### config.mk
export PLATFORM = sky130hd
export DESIGN_NAME = ctl_xfer_resolve
export DESIGN_NICKNAME = d
export VERILOG_FILES = /design/src/rtl/ctlx_pkg.sv /design/src/rtl/ctlx_decode.sv /design/src/rtl/ctlx_cond.sv /design/src/rtl/ctlx_target.sv /design/src/rtl/ctl_xfer_resolve.sv
export SDC_FILE = /design/constraint.sdc
export NUM_CORES = 1
export LEC_CHECK = 0
export BUFFER_PORTS_ARGS = -buffer_cell sky130_fd_sc_hd__buf_2
export CAP_MARGIN = 20
export CORE_MARGIN = 5
export CORE_UTILIZATION = 35
export CTS_BUF_LIST = sky130_fd_sc_hd__clkbuf_2
export DETAILED_ROUTE_END_ITERATION = 16
export GPL_ROUTABILITY_DRIVEN = 0
export PLACE_DENSITY = 0.59
export SLEW_MARGIN = 20
export SYNTH_ARGS = -nofsm -noshare
export SYNTH_HDL_FRONTEND = slang
export SYNTH_SLANG_ARGS = --single-unit
### constraint.sdc
create_clock -name clk -period 13.8 [get_ports clk]
set_input_delay 3.45 -clock clk [delete_from_list [all_inputs] [get_ports clk]]
set_output_delay 3.45 -clock clk [all_outputs]
set_load 0.05 [all_outputs]
### src/rtl/ctlx_pkg.sv
package ctlx_pkg;

   localparam logic [5:0] OPC_CONDGRP = 6'd1;
   localparam logic [5:0] OPC_JUMP    = 6'd2;
   localparam logic [5:0] OPC_JUMPLNK = 6'd3;

   typedef enum logic [2:0] {
      XK_NONE,
      XK_JUMP,
      XK_CMP2,
      XK_SIGNZ,
      XK_CONDGRP
   } xfer_kind_e;

   typedef enum logic [2:0] {
      TST_EQ,
      TST_NE,
      TST_LEZ,
      TST_GTZ,
      TST_LTZ,
      TST_GEZ,
      TST_ALWAYS,
      TST_NEVER
   } xfer_test_e;

   typedef struct packed {
      xfer_kind_e kind;
      xfer_test_e test;
      logic       likely;
      logic       link;
      logic       undef;
   } xfer_dec_t;

endpackage

### src/rtl/ctlx_decode.sv
module ctlx_decode
   import ctlx_pkg::*;
(
   input  logic [5:0] opc,
   input  logic [4:0] code,
   output xfer_dec_t  dec
);

   always_comb begin
      dec.kind   = XK_NONE;
      dec.test   = TST_NEVER;
      dec.likely = 1'b0;
      dec.link   = 1'b0;
      dec.undef  = 1'b0;
      if (opc == OPC_JUMP || opc == OPC_JUMPLNK) begin
         dec.kind = XK_JUMP;
         dec.test = TST_ALWAYS;
         dec.link = (opc == OPC_JUMPLNK);
      end else if (opc[5] == 1'b0 && opc[3:2] == 2'b01) begin
         // opcodes 4..7 and their likely twins 20..23
         dec.kind   = opc[1] ? XK_SIGNZ : XK_CMP2;
         dec.likely = opc[4];
         unique case (opc[1:0])
            2'd0:    dec.test = TST_EQ;
            2'd1:    dec.test = TST_NE;
            2'd2:    dec.test = TST_LEZ;
            default: dec.test = TST_GTZ;
         endcase
      end else if (opc == OPC_CONDGRP) begin
         if (code[3:2] == 2'b00) begin
            dec.kind   = XK_CONDGRP;
            dec.test   = code[0] ? TST_GEZ : TST_LTZ;
            dec.likely = code[1];
            dec.link   = code[4];
         end else begin
            dec.undef = 1'b1;
         end
      end
   end

endmodule

### src/rtl/ctlx_cond.sv
module ctlx_cond
   import ctlx_pkg::*;
#(
   parameter int XLEN     = 32,
   parameter int EQ_STYLE = 0
)(
   input  logic [XLEN-1:0] a,
   input  logic [XLEN-1:0] b,
   input  xfer_test_e      test,
   output logic            hit
);

   logic same;
   logic a_zero;
   logic a_neg;

   generate
      if (EQ_STYLE == 0) begin : g_eq_direct
         assign same = (a == b);
      end else begin : g_eq_sub
         logic [XLEN-1:0] diff;
         assign diff = a - b;
         assign same = ~|diff;
      end
   endgenerate

   assign a_zero = ~|a;
   assign a_neg  = a[XLEN-1];

   always_comb begin
      unique case (test)
         TST_EQ:     hit = same;
         TST_NE:     hit = ~same;
         TST_LEZ:    hit = a_neg | a_zero;
         TST_GTZ:    hit = ~a_neg & ~a_zero;
         TST_LTZ:    hit = a_neg;
         TST_GEZ:    hit = ~a_neg;
         TST_ALWAYS: hit = 1'b1;
         default:    hit = 1'b0;
      endcase
   end

endmodule

### src/rtl/ctlx_target.sv
module ctlx_target #(
   parameter int XLEN = 32
)(
   input  logic [XLEN-1:0] pc,
   input  logic [25:0]     idx,
   output logic [XLEN-1:0] br_tgt,
   output logic [XLEN-1:0] jmp_tgt,
   output logic [XLEN-1:0] seq4,
   output logic [XLEN-1:0] seq8
);

   localparam int OFF_W  = 16;
   localparam int HIGH_W = XLEN - 28;

   logic [XLEN-1:0] off_sx;

   assign off_sx  = {{(XLEN-OFF_W-2){idx[OFF_W-1]}}, idx[OFF_W-1:0], 2'b00};
   assign seq4    = pc + XLEN'(4);
   assign seq8    = pc + XLEN'(8);
   assign br_tgt  = seq4 + off_sx;
   assign jmp_tgt = {pc[XLEN-1 -: HIGH_W], idx, 2'b00};

endmodule

### src/rtl/ctl_xfer_resolve.sv
module ctl_xfer_resolve
   import ctlx_pkg::*;
#(
   parameter int XLEN      = 32,
   parameter int REG_IDX_W = 5,
   parameter int LINK_REG  = 31,
   parameter int EQ_STYLE  = 0
)(
   input  logic                 clk,
   input  logic                 rst,
   input  logic                 in_valid,
   input  logic [31:0]          in_instr,
   input  logic [XLEN-1:0]      in_pc,
   input  logic [XLEN-1:0]      in_rs_val,
   input  logic [XLEN-1:0]      in_rt_val,
   output logic                 out_valid,
   output logic                 out_taken,
   output logic [XLEN-1:0]      out_next_pc,
   output logic                 out_annul,
   output logic                 out_link_we,
   output logic [REG_IDX_W-1:0] out_link_idx,
   output logic [XLEN-1:0]      out_link_val,
   output logic                 out_undef
);

   localparam logic [REG_IDX_W-1:0] LINK_IDX = REG_IDX_W'(LINK_REG);

   generate
      if (XLEN < 32) begin : g_bad_xlen
         $error("ctl_xfer_resolve: XLEN must be at least 32");
      end
      if (LINK_REG <= 0 || LINK_REG >= (1 << REG_IDX_W)) begin : g_bad_link
         $error("ctl_xfer_resolve: LINK_REG must be a nonzero register index");
      end
      if (EQ_STYLE < 0 || EQ_STYLE > 1) begin : g_bad_eq
         $error("ctl_xfer_resolve: EQ_STYLE must be 0 or 1");
      end
   endgenerate

   xfer_dec_t       dec;
   logic            hit;
   logic [XLEN-1:0] br_tgt, jmp_tgt, seq4, seq8;
   logic            is_xfer;
   logic            taken_c, annul_c;
   logic [XLEN-1:0] next_c;

   ctlx_decode u_dec (
      .opc  (in_instr[31:26]),
      .code (in_instr[20:16]),
      .dec  (dec)
   );

   ctlx_cond #(.XLEN(XLEN), .EQ_STYLE(EQ_STYLE)) u_cond (
      .a    (in_rs_val),
      .b    (in_rt_val),
      .test (dec.test),
      .hit  (hit)
   );

   ctlx_target #(.XLEN(XLEN)) u_tgt (
      .pc      (in_pc),
      .idx     (in_instr[25:0]),
      .br_tgt  (br_tgt),
      .jmp_tgt (jmp_tgt),
      .seq4    (seq4),
      .seq8    (seq8)
   );

   assign is_xfer = (dec.kind != XK_NONE);
   assign taken_c = is_xfer & hit;
   assign annul_c = is_xfer & dec.likely & ~hit;

   always_comb begin
      if (!is_xfer)
         next_c = seq4;
      else if (!hit)
         next_c = seq8;
      else if (dec.kind == XK_JUMP)
         next_c = jmp_tgt;
      else
         next_c = br_tgt;
   end

   always_ff @(posedge clk) begin
      if (rst) begin
         out_valid    <= 1'b0;
         out_undef    <= 1'b0;
         out_taken    <= 1'b0;
         out_annul    <= 1'b0;
         out_link_we  <= 1'b0;
         out_next_pc  <= '0;
         out_link_val <= '0;
      end else begin
         out_valid <= in_valid;
         if (in_valid) begin
            out_undef    <= dec.undef;
            out_taken    <= taken_c;
            out_annul    <= annul_c;
            out_link_we  <= dec.link;
            out_next_pc  <= next_c;
            out_link_val <= seq8;
         end
      end
   end

   assign out_link_idx = LINK_IDX;

   AST_VALID_PULSE: assert property (@(posedge clk) disable iff (rst)
      in_valid |=> out_valid);
   AST_NO_SPURIOUS_VALID: assert property (@(posedge clk) disable iff (rst)
      !in_valid |=> !out_valid);
   AST_JUMP_TAKEN: assert property (@(posedge clk) disable iff (rst)
      in_valid && (in_instr[31:27] == 5'b00001) |=> out_taken);
   AST_ANNUL_NOT_TAKEN: assert property (@(posedge clk) disable iff (rst)
      out_valid && out_annul |-> !out_taken);
   AST_LINK_RETURN: assert property (@(posedge clk) disable iff (rst)
      out_valid && out_link_we |-> out_link_val == $past(in_pc) + XLEN'(8));
   AST_UNDEF_QUIET: assert property (@(posedge clk) disable iff (rst)
      out_valid && out_undef |-> !out_taken && !out_link_we && !out_annul);

endmodule

Yosys cells after proc, flatten, opt, wreduce, memory -nomap -nowiden
Cells that the tools add are included.

Add/sub/neg operators: 3. $mul: 0. Div/mod/pow operators: 0. Order comparisons: 0. Equal/unequal tests: 14. Shift operators: 0. Mux-type cells: 16. Bitwise gates (word level): 9. Reductions and logical operators: 8.

Operator list (number): $mux W32 (3); $add A32 B3 Y32 const B (1); $add A32 B32 Y32 (1); $add A32 B4 Y32 const B (1); $eq A32 B32 Y1 (1); $reduce_or A32 Y1 (1); $eq A6 B2 Y1 const B (2); $eq A3 B3 Y1 const B (3); $mux W9 (1); $mux W8 (1); $mux W7 (1); $pmux W1 S7 (1); $eq A3 B1 Y1 const B (2); $eq A3 B2 Y1 const B (2); $eq A6 B1 Y1 const B (1); $mux W1 (6); $mux W6 (1); $pmux W2 S3 (1); $and A1 B1 Y1 (4); $eq A2 B1 Y1 const B (2); $logic_not A2 Y1 (2); $not A1 Y1 (4); $logic_not A3 Y1 (1); $reduce_bool A3 Y1 (1); other kinds (6) (6).

Register bits: 69. Latch bits: 0. Memory bits (writable): 0. Bits in read-only memories: 0. Bits of input ports: 131. Output and inout port bits: 74. Word-level logic and storage cells: 57. Memories: 0.

Longest topological paths before layout
Gate-level depths: netlist of the first run.

Word-level depth: 9. Mapped depth: 18. Mapped depth without buffers: 17.

Cells and area by module
From an unflattened synthesis of the first run, not the netlist that was laid out.

Cells, all modules: 1020. Area, all modules: 7553.5 µm².

Modules (own cells, without submodules): ctl_xfer_resolve (instances 1, cells an instance 524, area each 3991.3 µm², seq. area each 1381.3 µm²); ctlx_target (instances 1, cells an instance 406, area each 2925.3 µm², seq. area each 0.0 µm²); ctlx_cond (instances 1, cells an instance 65, area each 501.7 µm², seq. area each 0.0 µm²); ctlx_decode (instances 1, cells an instance 25, area each 135.1 µm², seq. area each 0.0 µm²).

Least setup slack after synthesis of the first run
Ideal clock, no wire load.

Path type: input to register. Start: in in_pc[2]. End: reg out_next_pc[31]. Library setup time: 0.117 ns. Data arrival time: 7.000 ns. Required time: 13.683 ns. Slack: 6.683 ns. Cell stages on the path: 16. Path buffers: 0. Cells stage by stage: ha_1 nand3_1 nor2_1 nand2_1 nor2_1 xor2_1 ha_1 a21o_1 a21o_1 a221o_1 a31o_1 a31oi_2 o31ai_2 and3_1 or4_1 a32o_1.

Word-level cells in the longest chain between the ends: 5. Elaborated cells between the ends (all ways): 6. Classes of those cells: add/sub: 3; mux: 3.

RTL lines: start: declaration (line ctl_xfer_resolve.sv:13) `input logic [XLEN-1:0] in_pc,`; $add A32 B3 Y32 (line ctlx_target.sv:18) `assign seq4 = pc + XLEN'(4);`; $add A32 B32 Y32 (line ctlx_target.sv:20) `assign br_tgt = seq4 + off_sx;`; $mux W32 (line ctl_xfer_resolve.sv:78) `else if (dec.kind == XK_JUMP)`; $mux W32 (line ctl_xfer_resolve.sv:76) `else if (!hit)`; $mux W32 (*) (line ctl_xfer_resolve.sv:74) `if (!is_xfer)`; end signal: assignment (line ctl_xfer_resolve.sv:100) `out_next_pc <= next_c;`; end: declaration (line ctl_xfer_resolve.sv:18) `output logic [XLEN-1:0] out_next_pc,`.

Every way passes the cells marked *; elsewhere a longest branch is shown, timed or not. A chain may end at the register's enable or synchronous reset.

Worst setup path after layout of the first run
Same ends and word-level chain as after synthesis.

==> out/results.tsv, run 1 <==
metric	value	unit
outcome	complete, no violations	
Flop pwr share	34.2	%
CTS buffer count	9	
post-synthesis sequential area ratio	21.2	%
async set-or-reset flop fraction in the synthesized netlist	0	%
EDFF count, synth	0	
Buffers on Ports	199	
Slowest cell on crit path	nor2_1	
Setup TNS	0	ns
clock group share of total power	23.7	%
max_slew headroom	41.6	%
CTS Hold Buffers Added	0	
clock buffer depth	2	
Residual DRC	0	
CTS H-tree depth	3	
FF+latch count, synth	69	
worst-margin pin slew	0.854	ns
Post-Layout Cell Count	1278	
area of the multi-input gates	4830	sq um
worst skew pair latency	0.56	ns
Worst Hold Class	register to register	
nature of the critical path startpoint	input port	
Syn Inst Count	871	
post-synth cell types	73	
CTS root buffer	clkbuf_2	
CP Capture Type	register	
final hold vios	0	
Die W	147	um
RSZ-0062 raised after global routing	no	
NetSw	0.278	mW
vias in the first global route	7211	
Fmax	134	MHz
Fin Clk Skew	0	ns
fill count	1972	
max cap viols	0	
main flop type after synthesis	dfxtp_1	
family with the most delay on the worst path	simple AND/OR/NAND/NOR gates	
crit path kind	input port to register	
pin count of the biggest net entering global routing	78	
PwrDens	83.0	nW/um^2
worst path buffer plus inverter count	1	
Syn Area/Cell	7.49	sq um
final net count	1205	
crit path DAT	7.95	ns
post-DR wirelength/cell	19.5	um
layout cells sized above 1	23.2	%
Power Total	0.646	mW
most frequent cells in the layout	buf_2 (198), nor2_1 (100), nand2_1 (99), xor2_1 (69), dfxtp_1 (69)	
dpl hpwl	20000	um
worst stage delay on the critical path	0.56	ns
gr usage total	22.9	%
DRT iter0 DRCs	558	
max-slew violation count	0	
number of cells on the worst reg-to-reg path	3	
Int Power	0.368	mW
drt pass-1 iters	5	
cts repair resizes	0	
via count	7218	
io pins	205	
final instance area	7790	sq um
CTS tree	built	
via density per instance	5.65	
DRT Wirelength	24900	um
Static Leak	3.40	nW
post-synthesis cell area	6530	sq um
DIE AREA	21500	sq um
initial antenna violation count	3	
Setup Fix Bufs, Post-CTS	0	
VDD IR-drop max	0.0407	mV
Storage cell area	1380	sq um
Sw Ratio	43.0	%
floorplan core area	18500	sq um
dpl cell area	7630	sq um
Tmin final	7.44	ns
hold path depth	2	
Layout Utilization	42.1	%
most common cell after layout, fill and taps aside	buf_2	
CP Cell Sequence	buf_2, ha_1, nand3_1, nor2_1, nand2_1, nor2_1, xor2_1, ha_1, a21o_1, a21o_1, a221o_1, a31o_1, a31oi_2, o31ai_2, and3_1, or4_1, a32o_1	
Comb power frac	42.2	%
logic depth of the worst path, buffers included	17	
period utilization	53.9	%
first-pass GRT wire length	39100	um
final setup violating endpoints	0	
synth warn	0	
critical path fanouts, max	17	
die span in y	147	um
Worst Path Required	14.30	ns
clock slew at reported path FFs	0.22	ns
antenna viol nets, final	0	
placed insts	1259	
total global routing overflow	0	
Num Clock Sinks	69	
Rows	50	
Initial Util	35.2	%
area delta synth->final	19.3	%
## cell type report
cell class                 instances  share of cell area [%]
clock inverter                     7                    1.33
tap                              234                    3.76
timing repair buffer             209                    13.8
multi-input combinational        733                    62.0
sequential                        69                    17.7
antenna                            3                  0.0964
clock buffer                       9                   0.578
inverter                          14                   0.675
## through the flow
stage | hold WS (ns) | setup WS [ns]
CTS | 0.478 | 6.44
global route | 0.505 | 6.03
finish | 0.469 | 6.36
floorplan | 0.673 | 6.68
global placement | 0.430 | 5.97
detailed placement | 0.442 | 5.81
## power by group through the flow
stage               logic, mW  registers (mW)  clock network [mW]
detailed placement      0.271           0.225                   0
finish                  0.272           0.221               0.153
CTS                     0.272           0.221               0.158
floorplan               0.142           0.272                   0
global placement        0.271           0.225                   0
global route            0.297           0.223               0.165
## Yosys cell counts, drive strengths merged (4+ instances only)
| cell | count | area share [%] |
|---|---|---|
| and3 | 8 | 0.77 |
| a41oi | 5 | 0.67 |
| buf | 22 | 2.2 |
| nor4 | 23 | 2.5 |
| and2 | 4 | 0.38 |
| and4 | 4 | 0.56 |
| nor2b | 5 | 0.48 |
| xor2 | 69 | 9.3 |
| nor3 | 17 | 1.5 |
| a21oi | 44 | 3.4 |
| nand4 | 13 | 1.2 |
| a22o | 4 | 0.54 |
| dfxtp | 69 | 21 |
| a311oi | 8 | 1.1 |
| a31oi | 10 | 1.1 |
| o31ai | 8 | 1.1 |
| xnor2 | 42 | 5.6 |
| nand2b | 7 | 0.67 |
| a211o | 4 | 0.54 |
| inv | 14 | 0.81 |
| o2111ai | 4 | 0.54 |
| o211ai | 12 | 1.4 |
| a32o | 4 | 0.61 |
| a211oi | 30 | 3.5 |
| a221o | 4 | 0.61 |
| or3 | 5 | 0.48 |
| o21ai | 48 | 3.7 |
| a21o | 22 | 2.5 |
| nor2 | 100 | 5.8 |
| nand3 | 27 | 2.1 |
| clkbuf | 36 | 2.1 |
| nand2 | 100 | 5.8 |
| mux2i | 12 | 1.8 |
| ha | 37 | 7.1 |
## worst register-to-register path: stages (launching register included)
cell and delay [ns]:
dfxtp_1 0.40, a32oi_1 0.16, o41ai_1 0.13, a21o_1 0.18
## registers in the layout, summed over array words and instances (netlist names)
register,flops
out_next_pc,32
out_link_val,32
out_taken,1
out_undef,1
out_valid,1
out_link_we,1
out_annul,1
## kinds of logic after synthesis
| group | count (synthesis) | synth area share, % |
|---|---|---|
| AOI/OAI and AO/OA | 243 | 25.9 |
| DFF | 69 | 21.2 |
| and+or+nand+nor | 324 | 23.5 |
| muxes | 12 | 1.84 |
| xor gates and xnor gates | 111 | 14.9 |
| other | 1 | 0.0575 |
| adders and majority gates | 38 | 7.40 |
| buffers and inverters | 73 | 5.27 |
## routing by layer
| layer | share of wire (%) | track usage, % | vias up |
|---|---|---|---|
| met5 | 0.052 | 0 | - |
| met2 | 49 | 40.2 | 313 |
| met1 | 40 | 26.8 | 3348 |
| met3 | 8.3 | 5.71 | 50 |
| li1 | - | - | 3505 |
| met4 | 3.5 | 8.51 | 2 |
## worst paths after layout
path	startpoint	end	slack, ns
worst max-delay path	in_pc[2]	out_next_pc[31]$_SDFFE_PP0P_	6.36
worst min-delay path	out_next_pc[21]$_SDFFE_PP0P_	out_next_pc[21]$_SDFFE_PP0P_	0.47
worst max register to register	out_next_pc[26]$_SDFFE_PP0P_	out_next_pc[26]$_SDFFE_PP0P_	12.86
worst min register to register	out_next_pc[21]$_SDFFE_PP0P_	out_next_pc[21]$_SDFFE_PP0P_	0.47
Power figures use the tool's default switching activity.
==> run 2: changes to the inputs <==
--- a/config.mk
+++ b/config.mk
@@ -5,6 +5,7 @@
 export SDC_FILE = /design/constraint.sdc
 export NUM_CORES = 1
 export LEC_CHECK = 0
+export ABC_AREA = 1
 export BUFFER_PORTS_ARGS = -buffer_cell sky130_fd_sc_hd__buf_2
 export CAP_MARGIN = 20
 export CORE_MARGIN = 5
@@ -12,7 +13,7 @@
 export CTS_BUF_LIST = sky130_fd_sc_hd__clkbuf_2
 export DETAILED_ROUTE_END_ITERATION = 16
 export GPL_ROUTABILITY_DRIVEN = 0
-export PLACE_DENSITY = 0.59
+export PLACE_DENSITY = 0.58
 export SLEW_MARGIN = 20
 export SYNTH_ARGS = -nofsm -noshare
 export SYNTH_HDL_FRONTEND = slang
==> constraint.sdc (replaced) <==
create_clock -name clk -period 6.98 [get_ports clk]
set_input_delay 1.745 -clock clk [delete_from_list [all_inputs] [get_ports clk]]
set_output_delay 1.745 -clock clk [all_outputs]
set_load 0.05 [all_outputs]
==> out/results.tsv, run 2 <==
metric	value	unit	change
post-synthesis cell area	7630	sq um	+17%
Syn Inst Count	1314		+51%
RSZ-0062 raised after global routing	no		
pin count of the biggest net entering global routing	78		unchanged
DRT Wirelength	30300	um	+22%
synth warn	0		unchanged
CP Capture Type	register		
EDFF count, synth	0		unchanged
Tmin final	5.09	ns	
total global routing overflow	0		unchanged
initial antenna violation count	0		-3
critical path fanouts, max	6		-11
dpl cell area	8790	sq um	+15%
Fin Clk Skew	0	ns	unchanged
dpl hpwl	25100	um	+26%
CTS H-tree depth	3		unchanged
Rows	54		+8.0%
final setup violating endpoints	0		unchanged
Worst Path Required	7.46	ns	-6.84 ns
worst stage delay on the critical path	0.45	ns	-0.11 ns
gr usage total	23.3	%	+0.44 points
post-synthesis sequential area ratio	18.1	%	-3.1 points
Top cell by count, worst path	nand2_1		
drt pass-1 iters	6		+1
DIE AREA	24800	sq um	+16%
Worst Hold Class	register to register		
final hold vios	0		unchanged
Slowest cell on crit path	xor2_1		
area delta synth->final	16.5	%	
max_slew headroom	36.9	%	-4.7 points
final instance area	8890	sq um	+14%
Die W	158	um	+7.6%
async set-or-reset flop fraction in the synthesized netlist	0	%	unchanged
CTS tree	built		
family with the most delay on the worst path	simple AND/OR/NAND/NOR gates		
most frequent cells in the layout	nand2_1 (387), buf_2 (199), nor2_1 (169), inv_1 (163), a21oi_1 (89)		
Antenna diodes	0		-3
crit path kind	input port to register		
Initial Util	35.3	%	+0.047 points
Buffers on Ports	199		unchanged
via count	9021		+25%
die span in y	158	um	+7.6%
period utilization	72.9	%	
Setup TNS	0	ns	unchanged
final net count	1655		+37%
Post-Layout Cell Count	1771		+39%
top-count cell post-synth	nand2_1		
main flop type after synthesis	dfxtp_1		
Fmax	197	MHz	
Hold Slack	0.473	ns	+0.00341 ns
via density per instance	5.09		-9.8%
antenna viol nets, final	0		unchanged
worst skew pair latency	0.54	ns	-0.02 ns
layout cells sized above 1	19.2	%	-4.0 points
CTS buffer count	9		unchanged
clock buffer depth	2		unchanged
max cap viols	0		unchanged
outcome	complete, no violations		
FF+latch count, synth	69		unchanged
Num Clock Sinks	69		unchanged
floorplan core area	21600	sq um	+17%
CTS Hold Buffers Added	0		unchanged
cts repair resizes	0		unchanged
Yosys top cell by area	nand2_1		
Static Leak	4.65	nW	+37%
DRT iter0 DRCs	744		+33%
Power Total	1.29	mW	+99%
VDD IR-drop max	0.0522	mV	+28%
Setup Fix Bufs, Post-CTS	0		unchanged
first-pass GRT wire length	44900	um	+15%
worst path buffer plus inverter count	3		+2
max-slew violation count	0		unchanged
Synth top area share	19.0	%	-2.1 points
worst-margin pin slew	0.945	ns	+0.0917 ns
biggest regs	out_link_val: 32 flops, out_next_pc: 32 flops		
nature of the critical path startpoint	input port		
placed insts	1755		+39%
Post-synth top cells	nand2_1 (387), nor2_1 (169), inv_1 (163), a21oi_1 (89), nand3_1 (78)		
post-synth cell types	51		-30%
Syn Area/Cell	5.81	sq um	-23%
clock slew at reported path FFs	0.20	ns	-0.02 ns
io pins	205		unchanged
CTS root buffer	clkbuf_2		
vias in the first global route	8102		+12%
PwrDens	145	nW/um^2	+75%
Residual DRC	0		unchanged
post-DR wirelength/cell	17.1	um	-12%
Synth area leaders	nand2_1 (19%), dfxtp_1 (18%), nor2_1 (8.3%)		
most common cell after layout, fill and taps aside	nand2_1		
crit path DAT	5.57	ns	-2.38 ns
-- run 2: logic make-up (layout without fill, tap and decap cells) --
| family | after synthesis | count (layout) | synth area share (%) |
|---|---|---|---|
| DFF | 69 | 69 | 18.1 |
| other | 1 | 5 | 0.0492 |
| AOI/OAI and AO/OA | 203 | 203 | 15.5 |
| buffers and inverters | 218 | 391 | 11.4 |
| muxes | 3 | 3 | 0.394 |
| xor gates and xnor gates | 69 | 69 | 8.02 |
| and+or+nand+nor | 713 | 713 | 40.2 |
| adders and majority gates | 38 | 38 | 6.33 |
-- run 2: where the power goes --
group | total (mW) | internal (mW) | leakage, nW | switching [mW]
logic | 0.636 | 0.188 | 4.02 | 0.448
clock network | 0.211 | 0.0476 | 0.0547 | 0.163
registers | 0.441 | 0.423 | 0.572 | 0.0180
total | 1.29 | 0.659 | 4.65 | 0.629
-- run 2: tightest hold or removal path: stages (launching register included) --
cell and delay [ns]:
dfxtp_1 0.35, nand2_1 0.06, a21oi_1 0.05
-- run 2: per-layer routing --
metal  GRT usage (%)  share of wire (%)  vias to the layer above
li1                -                  -                     4516
met1            31.7                 43                     4049
met2            37.5                 45                      410
met3            3.99                8.8                       46
met4            7.58                3.2                        0
met5               0                  0                        -
-- run 2: area by class of cell --
type                       count  area, sq um
tap                          280          350
inverter                     173          652
clock inverter                 7         50.0
multi-input combinational   1031         5390
timing repair buffer         202         1020
fill                        2525        12700
sequential                    69         1380
clock buffer                   9         45.0
-- run 2: path summary, 6_finish.rpt --
path                                                    start                       endpoint  slack, ns  cells after the start
worst min-delay path             out_link_val[1]$_SDFFE_PP0P_   out_link_val[1]$_SDFFE_PP0P_       0.47                      2
worst min register to register   out_link_val[1]$_SDFFE_PP0P_   out_link_val[1]$_SDFFE_PP0P_       0.47                      2
worst max-delay path                                 in_pc[3]   out_next_pc[27]$_SDFFE_PP0P_       1.89                     26
worst max register to register  out_link_val[21]$_SDFFE_PP0P_  out_link_val[21]$_SDFFE_PP0P_       6.16                      4
-- run 2: per-stage QoR --
stage               util, %  worst slack (ns)
global placement       40.7              1.54
CTS                    41.1              2.03
detailed placement     40.7              1.44
global route           41.1              1.64
floorplan                 -              2.68
finish                 41.1              1.89
==> run 3: changes to the inputs <==
==> constraint.sdc (replaced) <==
create_clock -name clk -period 5.3 [get_ports clk]
set_input_delay 1.325 -clock clk [delete_from_list [all_inputs] [get_ports clk]]
set_output_delay 1.325 -clock clk [all_outputs]
set_load 0.05 [all_outputs]
==> out/results.tsv, run 3 (synthesis gave the netlist of run 2 again) <==
metric	value	unit	change
outcome	complete, no violations		
worst-margin pin slew	0.973	ns	+0.0280 ns
Num Clock Sinks	69		unchanged
Power Total	1.81	mW	+40%
biggest regs	out_link_val: 32 flops, out_next_pc: 32 flops		
post-DR wirelength/cell	17.1	um	-0.34%
final setup violating endpoints	0		unchanged
RR Startpoint	out_next_pc[23]$_SDFFE_PP0P_		
gr usage total	23.5	%	+0.25 points
hold path endpoint	out_next_pc[1]$_SDFFE_PP0P_		
final hold vios	0		unchanged
Setup Fix Bufs, Post-CTS	0		unchanged
first-pass GRT wire length	45700	um	+1.7%
final net count	1659		+0.24%
pin count of the biggest net entering global routing	78		unchanged
DIE AREA	24800	sq um	unchanged
CTS root buffer	clkbuf_2		
Worst Path Required	5.78	ns	-1.68 ns
cts repair resizes	0		unchanged
Residual DRC	0		unchanged
CTS H-tree depth	3		unchanged
layout cells sized above 1	19.5	%	+0.22 points
Setup TNS	0	ns	unchanged
floorplan core area	21600	sq um	unchanged
max_slew headroom	35.0	%	-1.9 points
max-slew violation count	0		unchanged
DRT iter0 DRCs	777		+4.4%
Worst Hold Class	register to register		
dpl hpwl	25000	um	-0.36%
Hold Startpoint	out_next_pc[1]$_SDFFE_PP0P_		
Buffers on Ports	199		unchanged
RSZ-0062 raised after global routing	no		
max cap viols	0		unchanged
CTS buffer count	9		unchanged
worst skew pair latency	0.57	ns	+0.03 ns
PwrDens	201	nW/um^2	+39%
initial antenna violation count	1		+1
crit path DAT	5.32	ns	-0.25 ns
area delta synth->final	17.6	%	
Antenna diodes	0		unchanged
via density per instance	5.05		-0.87%
Fmax	207	MHz	
Static Leak	4.70	nW	+1.0%
CTS Hold Buffers Added	0		unchanged
R2R Path End	out_next_pc[23]$_SDFFE_PP0P_		
R2R Setup Slk	4.51	ns	-1.65 ns
via count	8963		-0.64%
Top cell by count, worst path	nand2_1		
clock slew at reported path FFs	0.26	ns	+0.06 ns
DRT Wirelength	30300	um	-0.11%
Post-Layout Cell Count	1775		+0.23%
most frequent cells in the layout	nand2_1 (387), buf_2 (199), nor2_1 (169), inv_1 (163), a21oi_1 (89)		
antenna viol nets, final	0		unchanged
VDD IR-drop max	0.111	mV	+110%
vias in the first global route	8403		+3.7%
number of cells on the worst reg-to-reg path	2		-2
critical path fanouts, max	6		unchanged
drt pass-1 iters	5		-1
clock buffer depth	2		unchanged
crit path kind	input port to register		
CP Capture Type	register		
worst stage delay on the critical path	0.58	ns	+0.13 ns
Fin Clk Skew	0	ns	unchanged
Slowest cell on crit path	xor2_1		
Rows	54		unchanged
Die W	158	um	unchanged
Tmin final	4.84	ns	
placed insts	1759		+0.23%
most common cell after layout, fill and taps aside	nand2_1		
Initial Util	35.3	%	unchanged
CTS tree	built		
hold path depth	2		unchanged
period utilization	91.3	%	
nature of the critical path startpoint	input port		
total global routing overflow	0		unchanged
io pins	205		unchanged
die span in y	158	um	unchanged
run 3: where the power goes:
| group | total [mW] | switching, mW | internal (mW) |
|---|---|---|---|
| clock | 0.392 | 0.230 | 0.163 |
| sequential | 0.580 | 0.0232 | 0.557 |
| combinational | 0.833 | 0.582 | 0.251 |
run 3: how the worst max path moves through the flow:
| stage | start | endpoint | slack, ns | cells after the start |
|---|---|---|---|---|
| 3_5_place_dp | in_pc[3] | out_next_pc[27]$_SDFFE_PP0P_ | 0.08 | 26 |
| 6_report | in_pc[3] | out_next_pc[27]$_SDFFE_PP0P_ | 0.46 | 26 |
| 5_1_grt | in_pc[3] | out_next_pc[27]$_SDFFE_PP0P_ | 0.36 | 26 |
| 3_3_place_gp | in_pc[3] | out_next_pc[27]$_SDFFE_PP0P_ | 0.14 | 26 |
| 4_1_cts | in_pc[3] | out_next_pc[27]$_SDFFE_PP0P_ | 0.66 | 26 |
| 2_1_floorplan | in_pc[3] | out_next_pc[27]$_SDFFE_PP0P_ | 1.42 | 25 |
run 3: layout make-up:
| cell class | instances | area, sq um |
|---|---|---|
| sequential | 69 | 1380 |
| clock inverter | 7 | 103 |
| clock buffer | 9 | 45.0 |
| fill | 2428 | 12700 |
| multi-input combinational | 1031 | 5390 |
| timing repair buffer | 206 | 1050 |
| inverter | 173 | 652 |
| tap | 280 | 350 |
run 3: layer usage:
metal  track usage (%)  up-vias  wire length, um
met2              37.3      415            13400
met4              8.40        0             1170
met3              5.22       71             2770
li1                  -     4519                -
met5                 0        -                0
met1              31.5     3958            13000
run 3: worst max-delay path, delay by kind of cell:
kind | cells | cell delay (ns)
simple gates | 17 | 1.91
fa+ha+maj | 2 | 0.59
compound gates | 3 | 0.64
buf+inv | 3 | 0.27
xor+xnor | 1 | 0.58
run 3: metrics by stage:
| step | hold WS [ns] | worst slack (ns) | area [sq um] | utilization (%) |
|---|---|---|---|---|
| after floorplan | 0.685 | 1.42 | 7640 | - |
| final | 0.481 | 0.459 | 8970 | 41.5 |
| after global routing | 0.489 | 0.364 | 8970 | 41.5 |
| after detailed placement | 0.452 | 0.0761 | 8820 | 40.8 |
| after global placement | 0.449 | 0.139 | 8820 | 40.8 |
| after CTS | 0.480 | 0.660 | 8970 | 41.5 |
